<file path="config.mk">
export PLATFORM = sky130hd
export DESIGN_NAME = addc_cond_unit
export DESIGN_NICKNAME = d
export VERILOG_FILES = /design/src/rtl/addc_pkg.sv /design/src/rtl/addc_adder.sv /design/src/rtl/addc_flag_reg.sv /design/src/rtl/addc_cond_eval.sv /design/src/rtl/addc_cond_unit.sv
export SDC_FILE = /design/constraint.sdc
export NUM_CORES = 1
export LEC_CHECK = 0
export BUFFER_PORTS_ARGS = -buffer_cell sky130_fd_sc_hd__buf_4
export CAP_MARGIN = 25
export CORE_ASPECT_RATIO = 0.75
export CORE_MARGIN = 2
export CORE_UTILIZATION = 40
export CTS_BUF_LIST = sky130_fd_sc_hd__clkbuf_16
export CTS_CLUSTER_SIZE = 8
export DETAILED_ROUTE_END_ITERATION = 7
export GPL_TIMING_DRIVEN = 0
export MAX_ROUTING_LAYER = met4
export PLACE_DENSITY = 0.74
export SLEW_MARGIN = 20
export SYNTH_ARGS = -nofsm -noshare
export SYNTH_HDL_FRONTEND = slang
export SYNTH_HIERARCHICAL = 1
export SYNTH_SLANG_ARGS = --single-unit
</file>
<file path="constraint.sdc">
create_clock -name clk -period 5.09 [get_ports clk]
set_input_delay 1.018 -clock clk [delete_from_list [all_inputs] [get_ports clk]]
set_output_delay 1.018 -clock clk [all_outputs]
set_load 0.01 [all_outputs]
</file>
<file path="src/rtl/addc_pkg.sv">
package addc_pkg;

    typedef struct packed {
        logic n;
        logic z;
        logic c;
        logic v;
    } flags_t;

    typedef enum logic [2:0] {
        BT_ZERO     = 3'b000,
        BT_CARRY    = 3'b001,
        BT_NEG      = 3'b010,
        BT_OVF      = 3'b011,
        BT_UHIGHER  = 3'b100,
        BT_SGE      = 3'b101,
        BT_SGT      = 3'b110,
        BT_ALWAYS   = 3'b111
    } base_test_e;

    localparam logic [3:0] COND_ALWAYS_ALT = 4'b1111;

    function automatic logic base_eval(input base_test_e sel, input flags_t f);
        logic r;
        case (sel)
            BT_ZERO:    r = f.z;
            BT_CARRY:   r = f.c;
            BT_NEG:     r = f.n;
            BT_OVF:     r = f.v;
            BT_UHIGHER: r = f.c & ~f.z;
            BT_SGE:     r = (f.n == f.v);
            BT_SGT:     r = (f.n == f.v) & ~f.z;
            default:    r = 1'b1;
        endcase
        return r;
    endfunction

endpackage

</file>
<file path="src/rtl/addc_adder.sv">
module addc_adder
    import addc_pkg::*;
#(
    parameter int WIDTH = 32
) (
    input  logic             clk,
    input  logic             rst,
    input  logic [WIDTH-1:0] a,
    input  logic [WIDTH-1:0] b,
    input  logic             cin,
    output logic [WIDTH-1:0] sum,
    output flags_t           flags
);
    localparam int XW = WIDTH + 1;

    logic [XW-1:0] u_full;
    logic [XW-1:0] s_full;

    always_comb begin
        u_full = {1'b0, a} + {1'b0, b} + {{WIDTH{1'b0}}, cin};
        s_full = {a[WIDTH-1], a} + {b[WIDTH-1], b} + {{WIDTH{1'b0}}, cin};
        sum    = u_full[WIDTH-1:0];
        flags.n = u_full[WIDTH-1];
        flags.z = (u_full[WIDTH-1:0] == '0);
        flags.c = u_full[WIDTH];
        flags.v = s_full[WIDTH] ^ s_full[WIDTH-1];
    end

    // adding nothing returns the first operand with no carry or overflow
    p_identity_r1: assert property (@(posedge clk) disable iff (rst)
        (!cin && b == '0) |-> (sum == a && !flags.c && !flags.v));

    // an all-zero result can never be negative
    p_zero_not_neg_r2: assert property (@(posedge clk) disable iff (rst)
        flags.z |-> !flags.n);

endmodule

</file>
<file path="src/rtl/addc_flag_reg.sv">
module addc_flag_reg
    import addc_pkg::*;
(
    input  logic   clk,
    input  logic   rst,
    input  logic   we,
    input  flags_t d,
    output flags_t q
);
    always_ff @(posedge clk) begin
        if (rst)
            q <= '0;
        else if (we)
            q <= d;
    end

    // flags stay put on edges without a write
    p_hold_r6: assert property (@(posedge clk) disable iff (rst)
        !we |=> $stable(q));

    // a write captures the adder flags present at the edge
    p_load_r6: assert property (@(posedge clk) disable iff (rst)
        we |=> q == $past(d));

    // reset clears the flags
    p_clear_r7: assert property (@(posedge clk)
        rst |=> q == '0);

endmodule

</file>
<file path="src/rtl/addc_cond_eval.sv">
module addc_cond_eval
    import addc_pkg::*;
(
    input  logic       clk,
    input  logic       rst,
    input  logic [3:0] code,
    input  flags_t     flags,
    output logic       pass
);
    base_test_e sel;
    logic       base;

    always_comb begin
        sel  = base_test_e'(code[3:1]);
        base = base_eval(sel, flags);
        if (code[0] && code != COND_ALWAYS_ALT)
            pass = ~base;
        else
            pass = base;
    end

    // both always codes pass regardless of flags
    p_always_r9: assert property (@(posedge clk) disable iff (rst)
        (code[3:1] == 3'b111) |-> pass);

    // code 0000 tracks the zero flag
    p_eq_r8: assert property (@(posedge clk) disable iff (rst)
        (code == 4'b0000) |-> (pass == flags.z));

    // code 0001 is the complement of the zero flag
    p_ne_r9: assert property (@(posedge clk) disable iff (rst)
        (code == 4'b0001) |-> (pass != flags.z));

endmodule

</file>
<file path="src/rtl/addc_cond_unit.sv">
module addc_cond_unit
    import addc_pkg::*;
#(
    parameter int WIDTH = 32
) (
    input  logic             clk,
    input  logic             rst,
    input  logic [WIDTH-1:0] op_a,
    input  logic [WIDTH-1:0] op_b,
    input  logic             carry_in,
    input  logic             flag_we,
    input  logic [3:0]       cond_code,
    output logic [WIDTH-1:0] sum,
    output logic [3:0]       flags_now,
    output logic [3:0]       flags_q,
    output logic             cond_pass
);
    flags_t add_flags;
    flags_t reg_flags;

    addc_adder #(.WIDTH(WIDTH)) u_adder (
        .clk   (clk),
        .rst   (rst),
        .a     (op_a),
        .b     (op_b),
        .cin   (carry_in),
        .sum   (sum),
        .flags (add_flags)
    );

    addc_flag_reg u_flags (
        .clk (clk),
        .rst (rst),
        .we  (flag_we),
        .d   (add_flags),
        .q   (reg_flags)
    );

    addc_cond_eval u_cond (
        .clk   (clk),
        .rst   (rst),
        .code  (cond_code),
        .flags (reg_flags),
        .pass  (cond_pass)
    );

    assign flags_now = add_flags;
    assign flags_q   = reg_flags;

    // the condition result only moves after an edge that wrote flags
    p_pass_stable_r10: assert property (@(posedge clk) disable iff (rst)
        (!flag_we && $stable(cond_code)) |=> $stable(cond_pass));

endmodule

</file>
==> run metrics <==
max FFs per register=4; total CTS buffers=3; crit share post-route=110.7%; Most flops, register=u_flags/q; DRC viols=0; Post-Synth Adder-Cell Area=19.20%; Post-Syn Nets=410; Fill cells=492; Pwr Density=198.5 nW/um^2; register area share after synthesis=3.593%; Clk Latency, worst-skew pair=0.22 ns; synth warn=6; commonest non-fill, non-tap cell in the layout=buf_4; WP data arrival=4.62 ns; post-synthesis simple-gate area fraction=24.03%; violated checks=setup timing; RSZ-0062 raised after global routing=yes; most frequent cells in the layout=buf_4 (118), ha_1 (31), nand2_1 (29); post-route ant nets=0; setup ws final=-0.5450 ns; average size of a mapped cell=7.306 sq um; post-synthesis mux area share=2.695%; hold depth=2; first-pass GRT wire length=10990 um; Post-synth EDFFs=0; cell count after synthesis=305; Post-DP HPWL=5802 um; combinational family with the most area after synthesis=compound AO/OA/AOI/OAI gates; # placed instances=491; WL/cell=13.83 um; Final min period=5.635 ns; routability cong.=0.9346; Power, Total=0.0006617 W; Most used DFF post-synth=dfxtp_1; Die Span X=90.19 um; total gr overflow=0; Final Non-Filler Cells=499; R2R cell count=2; Synth Area in XOR/XNOR=13.36%; final WL=6903 um; total die area=6190 sq um; DR pass1 iterations=4; max-slew violation count=0; Die Ht=68.64 um; Root Buffer=clkbuf_16; vias in the first global route=2426; Rows=23; antenna cells=0; CP Capture Type=output port; initial detailed-routing violation count=186; drt via density=5.469; critical path type=in -> out; I/O Buffers=111; Post-Place Worst Slack=-0.5147 ns; registers with the most flip-flops=u_flags/q: 4 flops; layout cells sized above 1=37.50%; largest net degree at the start of global routing=10; multi-input logic area=2063 sq um; Final Hold Viols=0; fmax=0.1775 GHz; worst-margin pin slew=0.6233 ns; Synth Area in Compound Gates=31.33%; initial core utilization=41.63%; Post-synth ARST share=0%; Peak VDD IR=0.09129 mV; HP Class=reg -> reg; synthesized cell area=2228 sq um; CTS tree=done; flip-flop and latch count after synthesis=4; via count=2729; CTS sink count=4; CTS clk-pin slew, worst paths=0.03 ns; Ports=113; H-tree levels=1; clk buf depth=2; gr usage total=21.76%; initial antenna violation count=0; crit path max fanout=3; layout net count=531; WP data required=4.07 ns; Area growth syn-to-layout=49.58%; Storage cell area=80.08 sq um; Final setup violation count=1; Core Footprint=5353 sq um; max_slew headroom=58.01%; maxcap violations=0; hold_buf cts=0; Leakage=1.625 nW; Layout Skew=0 ns; count of cell types in the netlist=62; status=finished, violations left; Startpoint Class=input pin
-- per-stage QoR --
step | cell area (sq um) | setup TNS, ns | utilization (%) | hold slack [ns]
floorplan | 2238 | 0 | - | 0.5457
global placement | 3166 | -0.4467 | 59.14 | 0.5315
detailed placement | 3166 | -0.5381 | 59.14 | 0.5404
CTS | 3241 | -0.5505 | 60.54 | 0.5448
global route | 3333 | -0.6816 | 62.27 | 0.5715
finish | 3333 | -0.5450 | 62.27 | 0.5403
-- logic make-up (layout without fill, tap and decap cells) --
family | Yosys count | after routing
AND/OR/NAND/NOR | 103 | 103
AO/OA/AOI/OAI | 102 | 102
XOR/XNOR | 34 | 34
adder cells (fa/ha/maj) | 33 | 33
buffers and inverters | 23 | 142
multiplexers | 6 | 6
flip-flops | 4 | 4
-- final cells by class --
class,count,area share [%]
tap,75,2.815
timing repair buffer,116,26.46
clock buffer,3,2.252
buffer,13,2.890
sequential,4,2.402
multi-input combinational,278,61.90
inverter,10,1.276
-- per-layer routing --
| metal | global-route usage (%) | vias to the layer above | routed length [um] |
|---|---|---|---|
| li1 | - | 1378 | - |
| met1 | 28.38 | 1252 | 3227 |
| met4 | 3.077 | 0 | 28 |
| met3 | 3.913 | 4 | 425 |
| met2 | 36.75 | 95 | 3222 |
| met5 | - | - | 0 |
-- synthesized netlist by cell type (3+ instances only) --
cell | n | share of area (%)
a211oi_1 | 5 | 1.7
a21o_1 | 15 | 5.1
a21oi_1 | 26 | 5.8
a21oi_2 | 4 | 1.6
buf_4 | 3 | 1.0
clkbuf_2 | 3 | 0.67
dfxtp_1 | 4 | 3.6
ha_1 | 31 | 17
inv_1 | 10 | 1.7
mux2i_1 | 6 | 2.7
nand2_1 | 30 | 5.1
nand3_1 | 12 | 2.7
nand4_1 | 7 | 2.0
nor2_1 | 24 | 4.0
nor2b_1 | 5 | 1.4
nor3_1 | 7 | 1.6
o211ai_1 | 4 | 1.3
o21a_1 | 5 | 1.7
o21ai_0 | 18 | 4.0
xnor2_1 | 15 | 5.9
xor2_1 | 19 | 7.5
-- where the power goes --
group	switching, W	total (W)	internal (W)
Combinational	0.000255	0.000502	0.000247
Clock	0.0000215	0.000122	0.000100
Sequential	0.00000320	0.0000375	0.0000343
-- timing repair --
action,CTS,global route
setup endpoints to repair,2,6
hold endpoints to repair,0,0
pin swaps,0,12
setup buffers,0,5
gates cloned,0,0
resized for setup,1,18
-- critical path, stage by stage --
cell	delay, ns
buf_6	0.09
inv_4	0.04
fa_2	0.20
inv_2	0.04
fa_2	0.37
a211oi_2	0.27
o211ai_1	0.19
buf_4	0.17
a211oi_2	0.18
o21ai_1	0.10
xor2_1	0.20
or4_1	0.51
or4_4	0.43
or3_4	0.35
nor4b_4	0.28
buf_4	0.17
-- final timing paths --
kind	startpoint	endpoint	slack, ns
worst min-delay path	u_flags/q[1]	u_flags/q[1]	0.54
worst min register to register	u_flags/q[1]	u_flags/q[1]	0.54
worst max-delay path	op_a[0]	flags_now[2]	-0.54
worst max register to register	u_flags/q[0]	u_flags/q[0]	4.45
No activity file was read; power rests on OpenSTA's default activity.
